### config.mk
export PLATFORM = sky130hd
export DESIGN_NAME = fan_pwm_ctrl
export DESIGN_NICKNAME = d
export VERILOG_FILES = /design/src/rtl/fan_pwm_pkg.sv /design/src/rtl/fan_temp_sel.sv /design/src/rtl/fan_duty_loop.sv /design/src/rtl/fan_pwm_gen.sv /design/src/rtl/fan_pwm_ctrl.sv
export SDC_FILE = /design/constraint.sdc
export NUM_CORES = 1
export LEC_CHECK = 0
export BUFFER_PORTS_ARGS = -buffer_cell sky130_fd_sc_hd__buf_2
export CAP_MARGIN = 20
export CORE_MARGIN = 2
export CORE_UTILIZATION = 53
export CTS_CLUSTER_DIAMETER = 30
export DETAILED_ROUTE_END_ITERATION = 10
export HOLD_SLACK_MARGIN = 0.08
export PLACE_DENSITY_LB_ADDON = 0.08
export SLEW_MARGIN = 20
export SYNTH_ARGS = -nofsm -noshare
export SYNTH_HDL_FRONTEND = slang
export SYNTH_SLANG_ARGS = --single-unit
### constraint.sdc
create_clock -name clk_i -period 10.91 [get_ports clk_i]
set_clock_uncertainty 0.05 [all_clocks]
set_input_delay 1.091 -clock clk_i [delete_from_list [all_inputs] [get_ports clk_i]]
set_output_delay 1.091 -clock clk_i [all_outputs]
set_load 0.02 [all_outputs]
### src/rtl/fan_pwm_pkg.sv
package fan_pwm_pkg;
  typedef enum logic [1:0] {
    MODE_SPEED = 2'b00,
    MODE_TEMP  = 2'b01,
    MODE_MAN   = 2'b10
  } fan_mode_e;

  localparam int unsigned ADDR_CTRL  = 0;
  localparam int unsigned ADDR_EXP   = 1;
  localparam int unsigned ADDR_MAN   = 2;
  localparam int unsigned ADDR_DROP  = 3;
  localparam int unsigned ADDR_FTIME = 4;
  localparam int unsigned ADDR_THR0  = 5;

  localparam int unsigned CTRL_HOLD_BIT = 2;
  localparam int unsigned CTRL_CLR_BIT  = 3;
endpackage

### src/rtl/fan_temp_sel.sv
module fan_temp_sel #(
  parameter int unsigned DW      = 8,
  parameter int unsigned NUM_THR = 4
) (
  input  logic [DW-1:0] temp_i,
  input  logic [DW-1:0] thr_i    [NUM_THR],
  input  logic [DW-1:0] preset_i [NUM_THR+1],
  output logic [DW-1:0] preset_o
);
  localparam int unsigned IW = $clog2(NUM_THR + 1);

  logic [IW-1:0] idx;

  always_comb begin
    idx = '0;
    for (int k = 0; k < NUM_THR; k++) begin
      if (temp_i > thr_i[k]) idx = IW'(k + 1);
    end
  end

  assign preset_o = preset_i[idx];
endmodule

### src/rtl/fan_duty_loop.sv
module fan_duty_loop #(
  parameter int unsigned DW      = 8,
  parameter int unsigned UPD_DIV = 16
) (
  input  logic          clk_i,
  input  logic          rst_ni,
  input  logic          manual_i,
  input  logic          hold_i,
  input  logic [DW-1:0] drop_i,
  input  logic [DW-1:0] man_i,
  input  logic [DW-1:0] expect_i,
  input  logic [DW-1:0] tach_i,
  input  logic [DW-1:0] ftime_i,
  input  logic          fclr_i,
  output logic [DW-1:0] duty_o,
  output logic          fault_o
);
  localparam int unsigned UW = (UPD_DIV > 1) ? $clog2(UPD_DIV) : 1;
  localparam logic [DW-1:0] DMAX = {DW{1'b1}};

  logic [UW-1:0] ucnt_q;
  logic          tick;
  logic [DW-1:0] duty_q;
  logic [DW-1:0] fcnt_q;
  logic [DW:0]   fcnt_inc;
  logic          stall;
  logic          fault_q;

  assign tick = (ucnt_q == UW'(UPD_DIV - 1));

  always_ff @(posedge clk_i or negedge rst_ni) begin
    if (!rst_ni)   ucnt_q <= '0;
    else if (tick) ucnt_q <= '0;
    else           ucnt_q <= ucnt_q + 1'b1;
  end

  always_ff @(posedge clk_i or negedge rst_ni) begin
    if (!rst_ni) begin
      duty_q <= '0;
    end else if (manual_i) begin
      duty_q <= man_i;                    // track for bumpless exit
    end else if (hold_i) begin
      duty_q <= drop_i;
    end else if (tick) begin
      if (tach_i < expect_i && duty_q != DMAX)     duty_q <= duty_q + 1'b1;
      else if (tach_i > expect_i && duty_q != '0)  duty_q <= duty_q - 1'b1;
    end
  end

  assign stall    = !manual_i && !hold_i && (duty_q == DMAX) && (tach_i < expect_i);
  assign fcnt_inc = {1'b0, fcnt_q} + 1'b1;

  always_ff @(posedge clk_i or negedge rst_ni) begin
    if (!rst_ni) begin
      fcnt_q  <= '0;
      fault_q <= 1'b0;
    end else if (fclr_i) begin
      fcnt_q  <= '0;
      fault_q <= 1'b0;
    end else if (!stall) begin
      fcnt_q  <= '0;
    end else if (tick) begin
      fcnt_q <= fcnt_inc[DW] ? DMAX : fcnt_inc[DW-1:0];
      if (fcnt_inc >= {1'b0, ftime_i}) fault_q <= 1'b1;
    end
  end

  assign duty_o  = hold_i ? drop_i : (manual_i ? man_i : duty_q);
  assign fault_o = fault_q;
endmodule

### src/rtl/fan_pwm_gen.sv
module fan_pwm_gen #(
  parameter int unsigned DW      = 8,
  parameter int unsigned PWM_DIV = 2
) (
  input  logic          clk_i,
  input  logic          rst_ni,
  input  logic [DW-1:0] duty_i,
  output logic          pwm_o
);
  localparam int unsigned PW = (PWM_DIV > 1) ? $clog2(PWM_DIV) : 1;

  logic [PW-1:0] pre_q;
  logic          ptick;
  logic [DW-1:0] pcnt_q;
  logic          pwm_q;

  assign ptick = (pre_q == PW'(PWM_DIV - 1));

  always_ff @(posedge clk_i or negedge rst_ni) begin
    if (!rst_ni) begin
      pre_q  <= '0;
      pcnt_q <= '0;
      pwm_q  <= 1'b0;
    end else begin
      pre_q <= ptick ? '0 : pre_q + 1'b1;
      if (ptick) pcnt_q <= pcnt_q + 1'b1;
      pwm_q <= (pcnt_q < duty_i);
    end
  end

  assign pwm_o = pwm_q;
endmodule

### src/rtl/fan_pwm_ctrl.sv
module fan_pwm_ctrl
  import fan_pwm_pkg::*;
#(
  parameter int unsigned DW       = 8,
  parameter int unsigned AW       = 4,
  parameter int unsigned NUM_THR  = 4,
  parameter int unsigned UPD_DIV  = 16,
  parameter int unsigned PWM_DIV  = 2,
  parameter int unsigned EXP_DEF  = 8'h80,
  parameter int unsigned DROP_DEF = 8'h40,
  parameter int unsigned FT_DEF   = 8,
  parameter int unsigned THR_BASE = 40,
  parameter int unsigned THR_STEP = 15,
  parameter int unsigned PRE_BASE = 8'h40,
  parameter int unsigned PRE_STEP = 8'h30
) (
  input  logic          clk_i,
  input  logic          rst_ni,
  input  logic          strap_i,
  input  logic          wr_en_i,
  input  logic [AW-1:0] wr_addr_i,
  input  logic [DW-1:0] wr_data_i,
  input  logic [DW-1:0] tach_i,
  input  logic [DW-1:0] temp_i,
  output logic          pwm_o,
  output logic [DW-1:0] duty_o,
  output logic [DW-1:0] expect_o,
  output logic [1:0]    mode_o,
  output logic          fault_o
);
  localparam int unsigned ADDR_PRE0 = ADDR_THR0 + NUM_THR;
  localparam int unsigned DMAXI     = (1 << DW) - 1;

  logic          init_q;
  logic [1:0]    mode_q;
  logic          hold_q;
  logic [DW-1:0] exp_q, man_q, drop_q, ftime_q;
  logic [DW-1:0] thr_q [NUM_THR];
  logic [DW-1:0] pre_q [NUM_THR+1];
  logic [DW-1:0] preset_sel;
  logic          ctrl_wr, fclr;
  logic          temp_mode, manual;

  assign ctrl_wr   = wr_en_i && (wr_addr_i == AW'(ADDR_CTRL));
  assign fclr      = ctrl_wr && wr_data_i[CTRL_CLR_BIT];
  assign temp_mode = (mode_q == MODE_TEMP);
  assign manual    = mode_q[1];

  always_ff @(posedge clk_i or negedge rst_ni) begin
    if (!rst_ni) begin
      init_q <= 1'b0;
      mode_q <= MODE_SPEED;
      hold_q <= 1'b0;
    end else begin
      init_q <= 1'b1;
      if (!init_q)      mode_q <= {1'b0, strap_i};
      else if (ctrl_wr) mode_q <= wr_data_i[1:0];
      if (ctrl_wr)      hold_q <= wr_data_i[CTRL_HOLD_BIT];
    end
  end

  always_ff @(posedge clk_i or negedge rst_ni) begin
    if (!rst_ni) begin
      exp_q   <= DW'(EXP_DEF);
      man_q   <= '0;
      drop_q  <= DW'(DROP_DEF);
      ftime_q <= DW'(FT_DEF);
    end else begin
      if (temp_mode)                                   exp_q   <= preset_sel;
      else if (wr_en_i && wr_addr_i == AW'(ADDR_EXP))  exp_q   <= wr_data_i;
      if (wr_en_i && wr_addr_i == AW'(ADDR_MAN))       man_q   <= wr_data_i;
      if (wr_en_i && wr_addr_i == AW'(ADDR_DROP))      drop_q  <= wr_data_i;
      if (wr_en_i && wr_addr_i == AW'(ADDR_FTIME))     ftime_q <= wr_data_i;
    end
  end

  for (genvar k = 0; k < NUM_THR; k++) begin : g_thr
    localparam int unsigned TV = THR_BASE + k * THR_STEP;
    always_ff @(posedge clk_i or negedge rst_ni) begin
      if (!rst_ni)                                          thr_q[k] <= DW'((TV > DMAXI) ? DMAXI : TV);
      else if (wr_en_i && wr_addr_i == AW'(ADDR_THR0 + k))  thr_q[k] <= wr_data_i;
    end
  end

  for (genvar k = 0; k <= NUM_THR; k++) begin : g_pre
    localparam int unsigned PV = PRE_BASE + k * PRE_STEP;
    always_ff @(posedge clk_i or negedge rst_ni) begin
      if (!rst_ni)                                          pre_q[k] <= DW'((PV > DMAXI) ? DMAXI : PV);
      else if (wr_en_i && wr_addr_i == AW'(ADDR_PRE0 + k))  pre_q[k] <= wr_data_i;
    end
  end

  fan_temp_sel #(.DW(DW), .NUM_THR(NUM_THR)) u_sel (
    .temp_i   (temp_i),
    .thr_i    (thr_q),
    .preset_i (pre_q),
    .preset_o (preset_sel)
  );

  fan_duty_loop #(.DW(DW), .UPD_DIV(UPD_DIV)) u_loop (
    .clk_i    (clk_i),
    .rst_ni   (rst_ni),
    .manual_i (manual),
    .hold_i   (hold_q),
    .drop_i   (drop_q),
    .man_i    (man_q),
    .expect_i (exp_q),
    .tach_i   (tach_i),
    .ftime_i  (ftime_q),
    .fclr_i   (fclr),
    .duty_o   (duty_o),
    .fault_o  (fault_o)
  );

  fan_pwm_gen #(.DW(DW), .PWM_DIV(PWM_DIV)) u_pwm (
    .clk_i  (clk_i),
    .rst_ni (rst_ni),
    .duty_i (duty_o),
    .pwm_o  (pwm_o)
  );

  assign expect_o = exp_q;
  assign mode_o   = mode_q;
endmodule

**After elaboration in Yosys (flattened, before gate mapping)**

Index checks and enable logic that the tools add are counted.

- $lt $le $gt $ge: 9
- Mux-type cells: 28
- Add/subtract/negate cells: 6
- Shift operators: 0
- Reduce and logical (&&, ||, !) cells: 32
- Divide/modulo/power cells: 0
- Multipliers: 0
- Bitwise operators: 1
- Equality and inequality tests: 19

Operator list:

| cell | number |
|---|---|
| 8-bit two-way mux | 15 |
| 8-bit > comparator | 5 |
| 4-bit == test (second input constant) | 7 |
| 8-bit binary-select mux with 3-bit select | 1 |
| 1-bit logical AND | 20 |
| 8-bit by 1-bit adder with 8-bit output (second input constant) | 2 |
| 4-bit by 3-bit == test with 1-bit output (second input constant) | 4 |
| 8-bit less-than comparator | 2 |
| 8-bit by 1-bit adder with 9-bit output (second input constant) | 1 |
| 9-bit by 8-bit >= comparator with 1-bit output | 1 |
| 4-bit by 2-bit == test with 1-bit output (second input constant) | 2 |
| 8-bit == test (second input constant) | 1 |
| 2-bit two-way mux | 4 |
| 8-bit != test (second input constant) | 1 |
| 2-bit nonzero test | 4 |
| 8-bit nonzero test | 1 |
| 8-bit by 1-bit subtractor with 8-bit output (second input constant) | 1 |
| 1-bit two-way mux | 6 |
| 4-bit by 1-bit adder with 4-bit output (second input constant) | 1 |
| 4-bit by 1-bit == test with 1-bit output (second input constant) | 1 |
| 4-bit >= comparator (second input constant) | 1 |
| 4-bit zero test | 1 |
| 4-bit two-way mux | 1 |
| 3-bit inverter with 4-bit output | 1 |
| 10 further kinds | 11 |

- Memories: 0
- ROM bits: 0
- Output and inout port bits: 20
- Bits in latches: 0
- Logic and storage cells: 118
- Memory bits (writable): 0
- Bits of input ports: 32
- Register bits: 139

**Depth between registers and ports, before layout**

Gate-level depths: netlist of run 1.

- Depth after elaboration: 10
- Gate-level depth with buffers: 13
- Gate-level depth less buffers: 13

**Cells and area by module**

A second synthesis of run 1 with hierarchy kept.

- Cell total of the unflattened synthesis: 762
- Area total of the unflattened synthesis: 8171.6 um2

Modules (own cells, without submodules):

| module | times used | cells each | area each (um2) |
|---|---|---|---|
| fan_pwm_ctrl | 1 | 289 | 4275.4 |
| fan_duty_loop | 1 | 255 | 2125.8 |
| fan_temp_sel | 1 | 161 | 1183.6 |
| fan_pwm_gen | 1 | 57 | 586.8 |

**Least setup slack after synthesis of run 1**

OpenSTA, ideal clock, no wires.

- Path kind: input to register
- Start: in tach_i[7]
- End: reg u_loop.duty_q[7]
- Cell stages on the path: 12
- Arrival time: 3.897 ns
- Slack: 6.859 ns
- Data required time: 10.756 ns
- Path through: ha_1 -> a21oi_1 -> o21ai_0 -> nor2_1 -> nand2_1 -> ha_1 -> o21ai_0 -> nor2_1 -> o41ai_4 -> a2111oi_1 -> or4b_1 -> o41ai_2

- Longest elaborated chain between the ends: 6

Ends and longest elaborated chain:

| item | line | RTL |
|---|---|---|
| from (decl) | fan_pwm_ctrl.sv:23 | `input logic [DW-1:0] tach_i,` |
| 8-bit less-than comparator | fan_duty_loop.sv:45 | `if (tach_i < expect_i && duty_q != DMAX) duty_q <= duty_q + 1'b1;` |
| 1-bit logical AND | fan_duty_loop.sv:45 |  |
| 8-bit two-way mux | fan_duty_loop.sv:45 |  |
| 8-bit two-way mux | fan_duty_loop.sv:44 | `end else if (tick) begin` |
| 8-bit two-way mux | fan_duty_loop.sv:42 | `end else if (hold_i) begin` |
| 8-bit two-way mux | fan_duty_loop.sv:40 | `end else if (manual_i) begin` |
| to (signal assigned) | fan_duty_loop.sv:41 | `duty_q <= man_i;` |
| to (signal assigned) | fan_duty_loop.sv:43 | `duty_q <= drop_i;` |
| to (signal assigned) | fan_duty_loop.sv:45 |  |
| to (decl) | fan_duty_loop.sv:23 | `logic [DW-1:0] duty_q;` |

Several ways; a longest one is shown, not always the timed one. The select of a mux whose other input is x is not followed.
A chain may end at the register's enable or synchronous reset.

**Worst setup path in the final report of run 1**

Ends and elaborated chain as after synthesis.

==> results.toml, run 1 <==
[place]
dpl-instance-area_um2 = 8341
gp_congestion = 0.8762
dpl.hpwl_mm = 13.44
port_buffers = 51

[drt]
dr.pass1.iters = 5
vias_per_cell = 5.971
drc = 0
wl_per_cell_um = 19.28
wl_mm = 19.24
num_vias = 5959
postRouteAntennaNets = 0
drt_iter0_drc = 370

[setup_path]
crit_path_top_delay_cell = "or4b_1"
crit_path_end_kind = "register"
critPathLaunchType = "input port"
critPathArrivalTime_ns = 4.50
cp_max_fo = 8
cp_slowest_stage_delay_ns = 0.57
worstSetupPathType = "input port to register"
required_ns = 11.20
critical_path.cell_chain = "buf_2, ha_1, nand2_1, o21ai_0, nor2_1, nand2_1, ha_1, o21ai_0, nor2_1, o41ai_4, a2111oi_1, or4b_1, o41ai_2"

[clocking]
numCtsBuffers = 17
h-tree-depth = 4
cts_root_buffer = "clkbuf_16"
cts_tree = "yes"
clockBufferDepth = 2
clkTransAtPathRegs_ns = 0.07
numClockSinks = 139
post_cts_buffers = 0
cts.repair.resized = 0
clk_latency_ns = 0.44
cts_hold_buf = 0

[yosys]
async_reset_ff_share_pct = 100.0
synth-edff-count = 0
ys_ff_latch = 139
postSynthAreaPerCell_um2 = 10.50
ys_warn_count = 0
synth_flop_cell = "dfrtp_1"
syn_area_um2 = 7920
synth_nets = 852
ys_types = 62
syn_inst = 754
synth-seq-area-share_pct = 44.45

[grt]
groute.usage.overall_pct = 25.23
grt_pass1_wl_mm = 31.06
grt_max_degree = 77
antenna_found_initial = 0
grt_overflow = 0
first_global_vias = 5909

[power]
irDropWorstVdd_uv = 117.2
leakagePower_nw = 4.145
p_comb_share_pct = 35.8
seqPwrFrac_pct = 35.7
switchingPower_w = 0.0007527
finalPower_w = 0.002067
swShare_pct = 36.42
p_int_w = 0.001314
clkPwrFrac_pct = 28.5
power_per_cell_area_nw_per_um2 = 231.3

[sta]
tightestPinTransition_ns = 1.103
finalCriticalPeriod_ns = 4.219
final-setup-viol-count = 0
max_freq_mhz = 237.0
slew_headroom_pct = 26.06
fin_tns_setup_ns = 0
fin_crit_sh_pct = 38.67
hold_viol = 0
final_max_slew_viol_count = 0
rsz0062_at_grt = "no"

[floorplan]
start_util_pct = 54.29
die_area_um2 = 15940
io_pins = 52
coreArea_um2 = 14590
die_w_um = 126.2
rows = 44
fp.dieH_um = 126.2

[layout]
syn2layout_area_growth_pct = 12.83
layout_common_cells = "dfrtp_1 (105), mux2_2 (85), ha_1 (65), inv_1 (57), nand2_1 (55)"
diodes = 0
final_area_um2 = 8936
fillers = 1236
drive_above_1_share_pct = 26.41
num-nets-final = 899
mostFrequentLayoutCell = "dfrtp_1"

[job]
drv_cap = 0

[worst_hold_path]
min_path_type = "register to register"

[run_status]
status = "finished, final reports clean"
-- synthesized netlist by cell type (4+ instances only) --
library cell	n	share of area (%)
a21o_1	12	1.1
o22ai_1	8	0.63
o21ai_0	43	2.7
ha_1	65	10
nor3b_1	11	1.0
nand2b_1	7	0.55
nand3_1	9	0.57
mux2_2	85	12
nand4_1	17	1.3
a21oi_1	39	2.5
a311oi_1	6	0.66
clkbuf_1	25	1.2
o211ai_1	4	0.38
and3_1	9	0.71
inv_1	57	2.7
nor3_1	5	0.32
dfstp_2	34	11
xnor2_1	5	0.55
nor2b_1	9	0.71
o31ai_1	5	0.47
a211oi_1	6	0.57
dfrtp_1	105	33
nor2_1	36	1.7
nand2_1	55	2.6
nand3b_1	4	0.38
xor2_1	12	1.3
o21a_1	18	1.7
mux2i_1	6	0.76
a31oi_1	16	1.3
-- cells by family after synthesis --
family          synth area share [%]
mux                            12.84
fa+ha+maj                      10.52
flops                          44.46
simple gates                   11.26
compound gates                 14.87
other cells                  0.04735
buf+inv                        4.123
xor+xnor                       1.880
-- power by group through the flow --
stage / logic, W / registers (W) / clock network, W
floorplan: 0.000543 / 0.000734 / 0
detailed placement: 0.000735 / 0.000745 / 0
global placement: 0.000715 / 0.000739 / 0
global route: 0.000827 / 0.000756 / 0.000620
CTS: 0.000742 / 0.000737 / 0.000597
finish: 0.000740 / 0.000738 / 0.000589
-- metal layers --
metal	vias to the layer above	GRT usage (%)	wire length, um
met4	0	9.438	520
met2	130	42.44	9468
met3	39	4.800	663
met5	-	0	0
met1	2968	32.49	8585
li1	2822	-	-
-- flip-flops by register name, indices dropped and copies added, names as in the netlist --
signal / count
thr_q: 32
expect_o: 8
init_q: 1
mode_o: 2
pre_q: 40
hold_q: 1
drop_q: 8
u_loop.ucnt_q: 4
u_pwm.pwm_o: 1
man_q: 8
u_loop.fcnt_q: 8
u_loop.duty_q: 8
ftime_q: 8
u_loop.fault_o: 1
u_pwm.pcnt_q: 8
u_pwm.pre_q: 1
-- per-stage QoR --
step           std cells  worst slack, ns  util [%]  hold slack, ns
4_1_cts              998            6.730     61.25          0.4210
3_3_place_gp         966            6.384     57.17          0.4018
3_5_place_dp         966            6.280     57.17          0.4097
5_1_grt              998            6.405     61.25          0.4273
2_1_floorplan        754            6.859         -          0.3835
6_report             998            6.691     61.25          0.4181
-- worst max-delay path: cells and delay by family --
| family | cells | cell delay, ns |
|---|---|---|
| simple gates | 5 | 1.22 |
| buf+inv | 1 | 0.10 |
| fa+ha+maj | 2 | 0.65 |
| compound gates | 5 | 1.43 |
-- cell type report --
type	instances	area [um^2]	share of cell area, %
clock buffer	17	425.4	4.761
clock inverter	15	170.2	1.904
inverter	58	217.7	2.436
multi-input combinational	529	4073	45.58
sequential	139	3521	39.40
tap	184	230.2	2.576
timing repair buffer	56	299.0	3.346
-- worst paths after layout --
check	from	endpoint	slack, ns	depth (start not counted)
worst max-delay path	tach_i[7]	u_loop.duty_q[7]	6.69	13
worst min register to register	init_q	mode_o[0]	0.42	1
max in group asynchronous	rst_ni	pre_q[36]	8.86	2
worst max register to register	expect_o[7]	u_loop.duty_q[7]	6.86	13
min in group asynchronous	rst_ni	u_loop.fcnt_q[5]	0.58	1
worst min-delay path	init_q	mode_o[0]	0.42	1
Power figures use the tool's default switching activity.
==> inputs of run 2 (changes only) <==
--- a/config.mk
+++ b/config.mk
@@ -5,6 +5,7 @@
 export SDC_FILE = /design/constraint.sdc
 export NUM_CORES = 1
 export LEC_CHECK = 0
+export ABC_AREA = 1
 export BUFFER_PORTS_ARGS = -buffer_cell sky130_fd_sc_hd__buf_2
 export CAP_MARGIN = 20
 export CORE_MARGIN = 2
==> constraint.sdc (replaced) <==
create_clock -name clk_i -period 3.87 [get_ports clk_i]
set_clock_uncertainty 0.05 [all_clocks]
set_input_delay 0.387 -clock clk_i [delete_from_list [all_inputs] [get_ports clk_i]]
set_output_delay 0.387 -clock clk_i [all_outputs]
set_load 0.02 [all_outputs]
==> run 2 against run 1 <==
Non-clock buffer count decreased by 1. Sequential power grew to 2.7 times the previous value. Count of clock-buffer cells in the layout rose by 6. Global-route usage is 0.42 points lower. Die area fell by 0.20%. Sequential share of layout area increased by 0.33 points. Via count up 8.5%. Final area fell by 0.84%. Critical path type is now register to register. Critical endpoint is now u_loop.duty_q[5]. Largest power group is now sequential cells.
==> results.toml, run 2 <==
[sta]
final-setup-viol-count = 0
fin_crit_sh_pct = 83.95
hold_viol = 0
rsz0062_at_grt = "no"
finalCriticalPeriod_ns = 3.249
final_max_slew_viol_count = 0
fin_tns_setup_ns = 0
tightestPinTransition_ns = 0.9595
max_freq_mhz = 307.8
slew_headroom_pct = 35.80

[grt]
groute.usage.overall_pct = 24.81
first_global_vias = 6282
grt_max_degree = 97
grt_pass1_wl_mm = 31.15
grt_overflow = 0
antenna_found_initial = 0

[layout]
reg.largest.list = "pre_q (40), thr_q (32)"
drive_above_1_share_pct = 13.23
diodes = 0
stdcell_count = 1227
top_register = "pre_q"
layout_common_cells = "nand2_1 (230), inv_1 (148), o21ai_0 (113), dfrtp_1 (105), ha_1 (65)"
syn2layout_area_growth_pct = 12.11
num-nets-final = 1128
largest_reg_flops = 40
fillers = 1328
mostFrequentLayoutCell = "nand2_1"

[yosys]
postSynthAreaPerCell_um2 = 8.041
syn_area_um2 = 7904
yosysTopAreaCell = "dfrtp_1"
synth-seq-area-share_pct = 44.55
ys_types = 43
synthTopCellsByCount = "nand2_1 (230), inv_1 (148), o21ai_0 (113), dfrtp_1 (105), ha_1 (65)"
yosys-top-cells-area = "dfrtp_1 (33%), dfstp_2 (11%), nand2_1 (11%)"
async_reset_ff_share_pct = 100.0
ys_ff_latch = 139
ys_warn_count = 0
synth_nets = 1081
yosysMostFrequentCell = "nand2_1"
synth_top_area_share_pct = 33.24
synth-edff-count = 0
synth_flop_cell = "dfrtp_1"
syn_inst = 983

[setup_path]
cp_max_fo = 9
crit_start = "expect_o[7]"
crit_path_end = "u_loop.duty_q[5]"
required_ns = 4.17
reg2reg_depth = 17
r2r-start = "expect_o[7]"
worstSetupPathType = "register to register"
crit_path_end_kind = "register"
critPathArrivalTime_ns = 3.55
rrSetupSlack_ns = 0.62
critPathLaunchType = "register"
r2r_end = "u_loop.duty_q[5]"

[floorplan]
rows = 44
fp.dieH_um = 126.1
coreArea_um2 = 14530
start_util_pct = 54.38
die_w_um = 126.1
die_area_um2 = 15910
io_pins = 52

[job]
drv_cap = 0

[worst_hold_path]
min_path_type = "input port to register"

[drt]
num_vias = 6463
drc = 0
drt_iter0_drc = 435
dr.pass1.iters = 7
met2_length_mm = 8.483
wl_mm = 18.86
postRouteAntennaNets = 0
wl_per_cell_um = 15.37
dr.max_layer_used = "met4"
vias_per_cell = 5.267
drt-met1-wl_mm = 9.112
wl_met3_um = 889

[clocking]
cts_root_buffer = "clkbuf_16"
numCtsBuffers = 17
post_cts_buffers = 0
clockBufferDepth = 2
cts_tree = "yes"
numClockSinks = 139
h-tree-depth = 4
clk_latency_ns = 0.43
clkTransAtPathRegs_ns = 0.06

[place]
port_buffers = 51
dpl.cell_count = 1194
gp_congestion = 0.8745
dpl.hpwl_mm = 13.15

[power]
irDropWorstVdd_uv = 371.9
leakagePower_nw = 4.460
power_per_cell_area_nw_per_um2 = 605.1

[run_status]
status = "finished, final reports clean"
[run 2: what timing repair did]
action                                  4_1_cts  5_1_grt
hold endpoints to repair                     65        0
endpoints found under the setup margin        0        0
hold buffers                                  1        0
resized for setup                             0        0
[run 2: routing by layer]
metal | vias up | GRT usage [%]
met3 | 34 | 5.395
met4 | 0 | 9.308
met2 | 160 | 38.90
met1 | 2982 | 34.01
met5 | - | 0
li1 | 3287 | -
[run 2: metrics by stage]
step	power [W]	hold slack [ns]	cell area [um^2]	worst slack [ns]	utilization, %
floorplan	0.003309	0.04141	7904	0.9566	-
global placement	0.003745	0.4169	8293	0.7337	57.06
detailed placement	0.003772	0.4231	8293	0.6595	57.06
CTS	0.005372	0.1506	8861	0.6511	60.97
global route	0.005747	0.1485	8861	0.3051	60.97
finish	0.005362	0.1494	8861	0.6210	60.97
[run 2: logic make-up after synthesis]
group | Yosys count | share of synthesized area (%)
AND/OR/NAND/NOR | 358 | 18.90
XOR/XNOR | 16 | 1.773
flip-flops | 139 | 44.55
AO/OA/AOI/OAI | 219 | 15.15
buffers and inverters | 184 | 9.039
other | 1 | 0.04745
adder cells (fa/ha/maj) | 66 | 10.54
[run 2: layout make-up]
cell class                      instances  area [um^2]  area share, %
Clock buffer                           23        457.9          5.168
Clock inverter                          9        100.1          1.130
Inverter                              157        589.3          6.651
Multi-Input combinational cell        660         3669          41.40
Sequential cell                       139         3521          39.73
Tap cell                              184        230.2          2.598
Timing Repair Buffer                   55        294.0          3.318
[run 2: worst min path at each step]
stage                     startpoint        end  slack (ns)  depth (start not counted)
after CTS                    strap_i  mode_o[0]        0.15                          3
final                        strap_i  mode_o[0]        0.15                          3
after floorplan               rst_ni  drop_q[0]        0.04                          0
after global placement      thr_q[3]   thr_q[3]        0.42                          2
after detailed placement    man_q[5]   man_q[5]        0.42                          2
after global routing         strap_i  mode_o[0]        0.15                          3
[run 2: where the power goes]
group	leakage [nW]	internal [W]	switching, W
Sequential	1.66	0.00181	0.000185
Combinational	2.53	0.000652	0.00114
Clock	0.271	0.000958	0.000624
Total	4.46	0.00342	0.00195
[run 2: critical path, stage by stage, from the launching register on]
cell and delay, ns:
dfstp_2 0.55, inv_1 0.05, ha_1 0.28, a21oi_1 0.14, o21a_1 0.13, nand2_1 0.15, inv_1 0.13, nand2_1 0.24
ha_1 0.42, a21oi_1 0.16, nand2_1 0.11, nand2_1 0.11, nand2_1 0.06, a21oi_1 0.16, nor2_1 0.05, o21ai_0 0.15
nand2_1 0.06, a31oi_1 0.15
